===== src/rtl/arb_pkg.sv =====
package arb_pkg;
  typedef enum logic [1:0] {
    OWN_CPU   = 2'd0,
    YIELD_CPU = 2'd1,
    OWN_XM    = 2'd2,
    YIELD_XM  = 2'd3
  } own_e;
endpackage


===== src/rtl/arb_pend.sv =====
module arb_pend (
  input  logic clk,
  input  logic rst_n,
  input  logic busreq,
  input  logic cpu_owns,
  input  logic back_to_cpu,
  output logic cpu_want
);
  logic pend_q, pend_d, pend_en;

  always_comb begin
    pend_d  = back_to_cpu ? 1'b0 : (pend_q | (busreq & ~cpu_owns));
    pend_en = (pend_d != pend_q);
  end

  always_ff @(posedge clk or negedge rst_n) begin
    if (!rst_n)       pend_q <= 1'b0;
    else if (pend_en) pend_q <= pend_d;
  end

  // a request is present if remembered or raised this cycle
  assign cpu_want = pend_q | (busreq & ~cpu_owns);
endmodule


===== src/rtl/arb_fsm.sv =====
module arb_fsm
  import arb_pkg::*;
(
  input  logic clk,
  input  logic rst_n,
  input  logic cpu_hlda,
  input  logic cpu_strobe,
  input  logic cpu_want,
  input  logic xm_req,
  input  logic xm_strobe,
  output own_e st,
  output logic back_to_cpu
);
  own_e st_q, st_d;
  logic st_en;

  always_comb begin
    st_d = st_q;
    unique case (st_q)
      OWN_CPU:   if (cpu_strobe && xm_req) st_d = YIELD_CPU;
      YIELD_CPU: if (cpu_hlda)             st_d = xm_req ? OWN_XM : OWN_CPU;
      OWN_XM: begin
        if (!xm_req)                       st_d = OWN_CPU;
        else if (xm_strobe && cpu_want)    st_d = YIELD_XM;
      end
      YIELD_XM:  if (!xm_req)              st_d = OWN_CPU;
      default:                             st_d = OWN_CPU;
    endcase
    st_en       = (st_d != st_q);
    back_to_cpu = st_en && (st_d == OWN_CPU);
  end

  always_ff @(posedge clk or negedge rst_n) begin
    if (!rst_n)     st_q <= OWN_CPU;
    else if (st_en) st_q <= st_d;
  end

  assign st = st_q;
endmodule


===== src/rtl/arb_hs_out.sv =====
module arb_hs_out
  import arb_pkg::*;
(
  input  own_e st,
  output logic hold,
  output logic gnt,
  output logic cpu_owns
);
  always_comb begin
    cpu_owns = (st == OWN_CPU);
    hold     = ~cpu_owns;
    gnt      = (st == OWN_XM);
  end
endmodule


===== src/rtl/dual_master_arb.sv =====
module dual_master_arb
  import arb_pkg::*;
(
  input  logic clk,
  input  logic rst_n,
  input  logic cpu_hlda_i,
  input  logic cpu_busreq_i,
  input  logic cpu_strobe_i,
  input  logic xm_req_i,
  input  logic xm_strobe_i,
  output logic cpu_hold_o,
  output logic xm_gnt_o
);
  own_e st;
  logic cpu_owns, cpu_want, back_to_cpu;

  arb_pend u_pend (
    .clk(clk), .rst_n(rst_n), .busreq(cpu_busreq_i), .cpu_owns(cpu_owns),
    .back_to_cpu(back_to_cpu), .cpu_want(cpu_want)
  );

  arb_fsm u_fsm (
    .clk(clk), .rst_n(rst_n), .cpu_hlda(cpu_hlda_i), .cpu_strobe(cpu_strobe_i),
    .cpu_want(cpu_want), .xm_req(xm_req_i), .xm_strobe(xm_strobe_i),
    .st(st), .back_to_cpu(back_to_cpu)
  );

  arb_hs_out u_out (
    .st(st), .hold(cpu_hold_o), .gnt(xm_gnt_o), .cpu_owns(cpu_owns)
  );
endmodule


===== config.mk =====
export PLATFORM = sky130hd
export DESIGN_NAME = dual_master_arb
export DESIGN_NICKNAME = d
export VERILOG_FILES = /design/src/rtl/arb_pkg.sv /design/src/rtl/arb_pend.sv /design/src/rtl/arb_fsm.sv /design/src/rtl/arb_hs_out.sv /design/src/rtl/dual_master_arb.sv
export SDC_FILE = /design/constraint.sdc
export NUM_CORES = 1
export LEC_CHECK = 0
export BUFFER_PORTS_ARGS = -buffer_cell sky130_fd_sc_hd__buf_2
export CORE_AREA = 8 8 45 47
export CTS_CLUSTER_DIAMETER = 150
export CTS_CLUSTER_SIZE = 8
export DETAILED_ROUTE_END_ITERATION = 10
export DIE_AREA = 0 0 53 55
export GPL_TIMING_DRIVEN = 0
export PLACE_DENSITY = 0.3
export SETUP_SLACK_MARGIN = 0.02
export SYNTH_ARGS = -nofsm -noshare
export SYNTH_HDL_FRONTEND = slang
export SYNTH_SLANG_ARGS = --single-unit
export TNS_END_PERCENT = 5

===== constraint.sdc =====
create_clock -name clk -period 1.1 [get_ports clk]
set_clock_uncertainty 0.1 [all_clocks]
set_input_delay 0.165 -clock clk [delete_from_list [all_inputs] [get_ports clk]]
set_output_delay 0.165 -clock clk [all_outputs]
set_load 0.005 [all_outputs]

==> impl_metrics.toml <==
[outcome]
status = "finished, violations left"
violations = "negative setup slack"

[die]
rows = 14
die_w_microns = 53
fp.dieArea_sq_um = 2915
initial_core_util_pct = 10.67
die_h_microns = 55
core_area_sq_um = 1384
ioPinCount = 9

[timing]
max_slew_margin_pct = 88.90
setup_ws_ps = -150.2
setup_viol = 4
finalCriticalPeriod_ps = 1250
hold_violations = 0
post-route-period-util_pct = 113.7
slew_viol_final = 0
rsz0062_at_grt = "yes"
fmax_ghz = 0.7998
fin_hold_ws_ps = 111.3
worst_slew_pin_slew_ps = 166.5

[cts]
clk_path_buf_depth = 2
clkLatencyLatePin_ps = 230
cts_made_buffers = 3
h-tree-depth = 1
cts-root-buf = "clkbuf_4"
cts_tree = "built"
clk_pin_slew_ps = 40
clkSinkCount = 3

[power]
p_sw_uw = 128.8
power.leakage_nw = 0.1314
p_sw_share_pct = 27.17
power_frac_seq_pct = 32.8
p_comb_share_pct = 26.5
p_per_area_nw_per_um2 = 1754
max-vdd-ir-drop_mv = 0.8845
p_int_uw = 345.2
clockPowerShare_pct = 40.7

[detailed_routing]
firstDrtPassIters = 4
dr_wl_met2_microns = 161
vias = 175
detail_route.wl_per_cell_microns = 10.60
drc = 0
drt-initial-drc-count = 1
highest_layer = "met3"
dr_wl_met3_microns = 119
drtAntennaViolNets = 0
wl_met1_microns = 227
viasPerCell = 3.646
drt_wl_total_microns = 509

[worst_setup_path]
cp.required_ps = 830
critPathCaptureType = "primary output"
crit_fanout = 3
critical_path.max_stage_delay_ps = 380
critPathTopFamily = "flip-flops"
cp_cell_sequence = "or2_1 > buf_2"
startpoint_type = "register"
cp_data_arrival_time_ps = 990
worst-path-buf-inv = 1
crit_type = "reg2out"
crit_slowest_cell = "dfrtp_1"

[placement]
place_area_sq_um = 207.7
port-buffer-count = 8
place_inst = 40
routabilityCongestion = 0.6733

[finish]
multiInputGateArea_sq_um = 76.32
design_area_sq_um = 270.3
antenna_cells = 0
final_util_pct = 19.53
synthToLayoutAreaGrowth_pct = 83.05
drive_above_1_share_pct = 46.88
nFillCells = 157
layout.cells.non_filler = 48
layout_commonest_cell = "buf_2"
nets = 40
mostFrequentLayoutCells = "buf_2, nor2b_1, clkbuf_4, buf_4, dfrtp_1"
regArea_sq_um = 75.07

[yosys]
ys_seq_elements = 3
synth_cells = 16
postSynthAreaPerCell_sq_um = 9.228
syn-num-nets = 23
ys_seq_area_share_pct = 50.85
netlist_area_sq_um = 147.6
synth.distinct_cells = 9
yosysWarnings = 0

[run]
drv_cap = 0

[grt]
grt_antenna_before_repair = 0
grtUsageTotal_pct = 3.665
grt_overflow = 0
grt_pass1_wl_microns = 731
grt_max_degree = 6
grt_pass1_vias = 169

[worst_hold_path]
hp-class = "in2reg"
[final timing paths]
check	from	endpoint	slack, ps	cells past startpoint
setup / recovery	u_fsm.st[0]	cpu_hold_o	-150	2
hold / removal	cpu_busreq_i	u_pend.pend_q	110	3
setup reg to reg	u_fsm.st[0]	u_pend.pend_q	-40	4
hold reg to reg	u_pend.pend_q	u_pend.pend_q	430	2
max in group asynchronous	rst_n	u_pend.pend_q	620	2
min in group asynchronous	rst_n	u_fsm.st[0]	160	2
[logic make-up after synthesis]
kind of cell	after synthesis	share of synthesized area [%]
AND/OR/NAND/NOR	8	32.21
AO/OA/AOI/OAI	5	16.95
flip-flops	3	50.85
[layout make-up]
type	instances	area share, %
clock buffers	4	9.722
multi-input cells	13	28.24
flip-flops and latches	3	27.78
well taps	16	7.407
repair buffers	12	26.85
[layer usage]
metal / global-route usage [%] / vias to the layer above
li1: - / 86
met1: 3.811 / 75
met2: 4.297 / 14
met3: 5.348 / 0
met4: 0 / 0
met5: 0 / -
[state kept, by name, indices dropped and copies added (netlist names)]
signal and flops:
u_pend.pend_q 1, u_fsm.st 2
[cells in the mapped netlist, drive strengths merged]
cell type	number	area share [%]
a21oi	2	6.8
nor2b	3	13
or2	1	4.2
nor2	2	5.1
o21ai	3	10
and2	1	4.2
dfrtp	3	51
or3b	1	5.9
[power groups by stage]
stage / clock, mW / sequential, mW / combinational, mW
floorplan: 0 / 0.152 / 0.0479
global placement: 0 / 0.156 / 0.0825
detailed placement: 0 / 0.158 / 0.0829
CTS: 0.202 / 0.156 / 0.119
global route: 0.216 / 0.159 / 0.142
finish: 0.193 / 0.156 / 0.125
[timing repair]
| item | in CTS | in global routing |
|---|---|---|
| hold endpoints to repair | 3 | 0 |
| setup buffers | 2 | 1 |
| resized for setup | 1 | 0 |
| pin swaps | 1 | 1 |
| endpoints found under the setup margin | 2 | 4 |
| hold buffers | 1 | 0 |
[stage by stage]
step	total power [mW]	TNS, ps	setup slack [ps]
after detailed placement	0.2405	0	43.40
after CTS	0.4761	-272.3	-156.1
after floorplan	0.2001	0	76.77
after global routing	0.5173	-489.7	-195.2
after global placement	0.2387	0	47.36
final	0.4739	-253.0	-150.2
[worst min-delay path, delay by kind of cell]
family | cells | cell delay (ps)
and+or+nand+nor | 1 | 90
AOI/OAI and AO/OA | 1 | 50
buffers and inverters | 1 | 100
Note: power is estimated with default switching activity, not from simulation.
